### src/rtl/srt_sel_pkg.sv
package srt_sel_pkg;

  // digit set {-2,-1,0,+1,+2}: one-hot width and number of limits
  localparam int DIG_N = 5;
  localparam int THR_N = DIG_N - 1;

  // one-hot code of digit 0, used as the reset value
  localparam logic [DIG_N-1:0] OH_ZERO = 5'b00100;

  // sign of (a - b) computed one bit wider than the operands, so it never wraps
  function automatic logic diff_neg(input logic [15:0] a, input logic [15:0] b,
                                    input int w);
    logic [16:0] ax;
    logic [16:0] bx;
    logic [16:0] d;
    ax = '0;
    bx = '0;
    for (int i = 0; i < 17; i++) begin
      ax[i] = (i < w) ? a[i] : a[w-1];
      bx[i] = (i < w) ? b[i] : b[w-1];
    end
    d = ax - bx;
    return d[w];
  endfunction

  // is any limit above index t met?
  function automatic logic higher_met(input logic [THR_N-1:0] ge, input int t);
    logic any;
    any = 1'b0;
    for (int j = 0; j < THR_N; j++)
      if (j > t) any = any | ge[j];
    return any;
  endfunction

endpackage

### src/rtl/srt_thr_cmp.sv
module srt_thr_cmp #(
  parameter int REM_W = 8
) (
  input  logic [REM_W-1:0] rem,
  input  logic [REM_W-1:0] lim,
  output logic             meets
);
  import srt_sel_pkg::*;

  logic [15:0] rem_x;
  logic [15:0] lim_x;
  logic        neg;

  always_comb begin
    rem_x = '0;
    lim_x = '0;
    rem_x[REM_W-1:0] = rem;
    lim_x[REM_W-1:0] = lim;
    neg   = diff_neg(rem_x, lim_x, REM_W);
    meets = ~neg;
  end
endmodule

### src/rtl/srt_digit_pick.sv
module srt_digit_pick
  import srt_sel_pkg::*;
(
  input  logic [THR_N-1:0] ge,
  output logic [DIG_N-1:0] onehot
);
  // limit t (0 = digit -1 ... 3 = digit +2) maps to output bit t+1
  for (genvar t = 0; t < THR_N; t++) begin : g_bit
    assign onehot[t+1] = ge[t] & ~higher_met(ge, t);
  end
  assign onehot[0] = ~|ge;
endmodule

### src/rtl/srt_digit_sel.sv
module srt_digit_sel #(
  parameter int REM_W = 8
) (
  input  logic             clk,
  input  logic             rst_n,
  input  logic [REM_W-1:0] rem_msb,
  input  logic [REM_W-1:0] lim_p2,
  input  logic [REM_W-1:0] lim_p1,
  input  logic [REM_W-1:0] lim_z,
  input  logic [REM_W-1:0] lim_n1,
  output logic [4:0]       digit_oh
);
  import srt_sel_pkg::*;

  logic [REM_W-1:0] lim_arr [THR_N];
  logic [THR_N-1:0] ge_vec;
  logic [DIG_N-1:0] sel_code;

  assign lim_arr[0] = lim_n1;
  assign lim_arr[1] = lim_z;
  assign lim_arr[2] = lim_p1;
  assign lim_arr[3] = lim_p2;

  for (genvar k = 0; k < THR_N; k++) begin : g_cmp
    srt_thr_cmp #(.REM_W(REM_W)) u_cmp (
      .rem   (rem_msb),
      .lim   (lim_arr[k]),
      .meets (ge_vec[k])
    );
  end

  srt_digit_pick u_pick (
    .ge     (ge_vec),
    .onehot (sel_code)
  );

  always_ff @(posedge clk or negedge rst_n) begin
    if (!rst_n) digit_oh <= OH_ZERO;
    else        digit_oh <= sel_code;
  end
endmodule

### config.mk
export PLATFORM = sky130hd
export DESIGN_NAME = srt_digit_sel
export DESIGN_NICKNAME = d
export VERILOG_FILES = /design/src/rtl/srt_sel_pkg.sv /design/src/rtl/srt_thr_cmp.sv /design/src/rtl/srt_digit_pick.sv /design/src/rtl/srt_digit_sel.sv
export SDC_FILE = /design/constraint.sdc
export NUM_CORES = 1
export LEC_CHECK = 0
export ABC_CLOCK_PERIOD_IN_PS = 800
export BUFFER_PORTS_ARGS = -buffer_cell sky130_fd_sc_hd__buf_4
export CORE_ASPECT_RATIO = 1.25
export CORE_MARGIN = 4
export CORE_UTILIZATION = 47
export CTS_BUF_LIST = sky130_fd_sc_hd__clkbuf_4 sky130_fd_sc_hd__clkbuf_8 sky130_fd_sc_hd__clkbuf_16
export DETAILED_ROUTE_END_ITERATION = 10
export PLACE_DENSITY = 0.77
export SETUP_SLACK_MARGIN = 0.4
export SYNTH_ARGS = -nofsm -noshare
export SYNTH_HDL_FRONTEND = slang
export SYNTH_HIERARCHICAL = 1
export SYNTH_SLANG_ARGS = --single-unit
### constraint.sdc
create_clock -name clk -period 0.8 [get_ports clk]
set_input_delay 0.08 -clock clk [delete_from_list [all_inputs] [get_ports clk]]
set_output_delay 0.08 -clock clk [all_outputs]
set_load 0.01 [all_outputs]
==> results.json <==
{
  "outcome": "complete, but fails checks",
  "violations": "setup timing",
  "synth_cells": 110,
  "gp_congestion": 0.778,
  "ys_top_cells_by_count": "inv_1 (32), ha_1 (28), a21o_1 (8), nand2_1 (8)",
  "regArea_sq_um": 126,
  "end_kind": "flip-flop",
  "finalMaxSlewViolations": 0,
  "synth.most_common_cell": "inv_1",
  "max_freq_mhz": 748,
  "async_flop_share": 1.00,
  "worst_pin_slew_ns": 0.324,
  "fp.dieW_um": 49.6,
  "max-vdd-ir-drop_uv": 671,
  "rsz0062_at_grt": "true",
  "relSlewSlack": 0.784,
  "hold_violations": 0,
  "start_util": 0.502,
  "post_drt_via_cell_ratio": 5.20,
  "die_h_um": 60.0,
  "num_vias": 951,
  "fill_cells": 140,
  "min-delay-path-class": "in2async",
  "leakage_uw": 0.000871,
  "yosysWarnings": 6,
  "multi_input_area_sq_um": 856,
  "cp-start-kind": "primary input",
  "cts.reportedPaths.clkPinSlew_ns": 0.05,
  "nets": 234,
  "syn-mean-instance-area_sq_um": 9.26,
  "maxCapViolCount": 0,
  "top_register": "digit_oh",
  "ant_nets": 0,
  "htree_levels": 1,
  "portBuffers": 46,
  "sw_frac_of_total": 0.329,
  "synth_edf_count": 0,
  "synth_top_area_share": 0.344,
  "hpwl_um": 2160,
  "syn2layout_area_growth_pct": 59.7,
  "final.period_utilization": 1.67,
  "drt_iter0_drc": 5,
  "synthDistinctLibCells": 17,
  "p_seq_frac": 0.200,
  "cts_num_sinks": 5,
  "antenna_found_initial": 0,
  "antenna_cells": 0,
  "cts_made_buffers": 3,
  "powerDensity_nw_per_um2": 881,
  "wire_per_inst_um": 13.7,
  "criticalPathCategory": "in2reg",
  "power.switching_uw": 472,
  "p_comb_frac": 0.574,
  "grt.overflow.total": 0,
  "grt_pass1_vias": 985,
  "core_sq_um": 2030,
  "p_int_uw": 960,
  "grt_max_degree": 6,
  "yosysTopAreaCell": "ha_1",
  "synthesis.area_sq_um": 1020,
  "clock_path_buffers": 2,
  "worstPathMaxFanout": 5,
  "first_pass_iters": 3,
  "drive_gt1_frac": 0.472,
  "synth_nets": 180,
  "synth.area.top_cells": "ha_1 (34%), inv_1 (12%), a2111oi_4 (11%)",
  "seq_area_frac_synth": 0.124,
  "grt_usage": 0.182,
  "p_clk_frac": 0.226,
  "total_power_uw": 1430,
  "cp.required_ns": 0.93,
  "ys_ff_latch": 5,
  "cts_setup_buffers": 0,
  "tritoncts": "done",
  "wl_um": 2510,
  "setup-violations-final": 8,
  "fp.dieArea_sq_um": 2980,
  "reg_top3": "digit_oh: 5 flops",
  "num_rows": 18,
  "synthFlopType": "dfrtp_1",
  "grt_pass1_wl_um": 4180,
  "cp.arrival_ns": 1.47,
  "num_io_pins": 47,
  "cts-root-buf": "clkbuf_4",
  "post-route-min-period_ns": 1.34,
  "timing.hold.ws_ns": 0.180,
  "drc_errors": 0,
  "setup_slack_ns": -0.536,
  "largest_reg_flops": 5
}
worst max-delay path, stage by stage:
cell       delay [ns]
buf_8            0.09
inv_12           0.03
ha_4             0.22
a21o_1           0.21
a2111oi_4        0.36
o221ai_4         0.18
nor4_2           0.30
cells in the final DEF, fill, tap and decap left out, types with 2 or more instances in the layout:
| cell | Yosys | final |
|---|---|---|
| a2111oi_4 | 4 | 4 |
| nor2b_1 | 4 | 4 |
| inv_1 | 32 | 28 |
| ha_4 | 0 | 6 |
| nand2b_1 | 4 | 4 |
| inv_12 | 0 | 3 |
| buf_8 | 0 | 3 |
| a21o_1 | 8 | 8 |
| clkbuf_4 | 0 | 4 |
| ha_1 | 28 | 20 |
| a31oi_1 | 4 | 4 |
| ha_2 | 0 | 2 |
| buf_4 | 1 | 40 |
| buf_6 | 0 | 5 |
| and4_1 | 4 | 4 |
| o221ai_2 | 4 | 3 |
| nand2_1 | 8 | 8 |
| dfrtp_1 | 4 | 4 |
area by class of cell:
| class | count | area share |
|---|---|---|
| multi-input combinational | 72 | 0.526 |
| sequential | 5 | 0.0777 |
| clock buffer | 4 | 0.0185 |
| tap | 20 | 0.0154 |
| inverter | 32 | 0.0969 |
| timing repair buffer | 50 | 0.265 |
power by group through the flow:
stage	clock [uW]	combinational, uW	sequential, uW
2_1_floorplan	0	425	296
3_3_place_gp	0	730	284
3_5_place_dp	0	764	284
4_1_cts	328	806	286
5_1_grt	347	916	288
6_report	324	823	286
layer usage:
metal / wire length, um / share of wire / vias to the layer above / global-route usage
li1: - / - / 485 / -
met2: 1410 / 0.56 / 35 / 0.367
met3: 179 / 0.071 / 2 / 0.0349
met1: 906 / 0.36 / 429 / 0.190
met5: 0 / 0 / - / 0
met4: 17 / 0.0068 / 0 / 0.0474
path summary, 6_finish.rpt:
path	from	end	slack, ns
max in group asynchronous	rst_n	digit_oh[2]$_DFF_PN1_	0.43
worst min-delay path	rst_n	digit_oh[1]$_DFF_PN0_	0.18
min in group clk	rem_msb[3]	digit_oh[0]$_DFF_PN0_	0.33
worst max-delay path	lim_p2[5]	digit_oh[0]$_DFF_PN0_	-0.54
what timing repair did:
item,in CTS,in global routing
endpoints found under the hold margin,5,0
resized for setup,16,2
pin swaps,7,6
endpoints found under the setup margin,10,10
hold buffers,1,0
gates cloned,0,0
kinds of logic after synthesis:
group	after synthesis	synth area share
buffers and inverters	33	0.125
adder cells (fa/ha/maj)	28	0.344
AND/OR/NAND/NOR	24	0.156
flip-flops	5	0.124
AO/OA/AOI/OAI	20	0.251
stage by stage:
| stage | setup slack [ns] | cells | util | instance area [sq um] | TNS, ns |
|---|---|---|---|---|---|
| floorplan | -0.497 | 110 | - | 1120 | -2.34 |
| global placement | -0.723 | 178 | 0.742 | 1500 | -3.47 |
| detailed placement | -0.779 | 178 | 0.742 | 1500 | -3.54 |
| CTS | -0.540 | 183 | 0.791 | 1600 | -2.52 |
| global route | -0.596 | 183 | 0.802 | 1630 | -2.86 |
| finish | -0.536 | 183 | 0.802 | 1630 | -2.41 |
No activity file was read; power rests on OpenSTA's default activity.
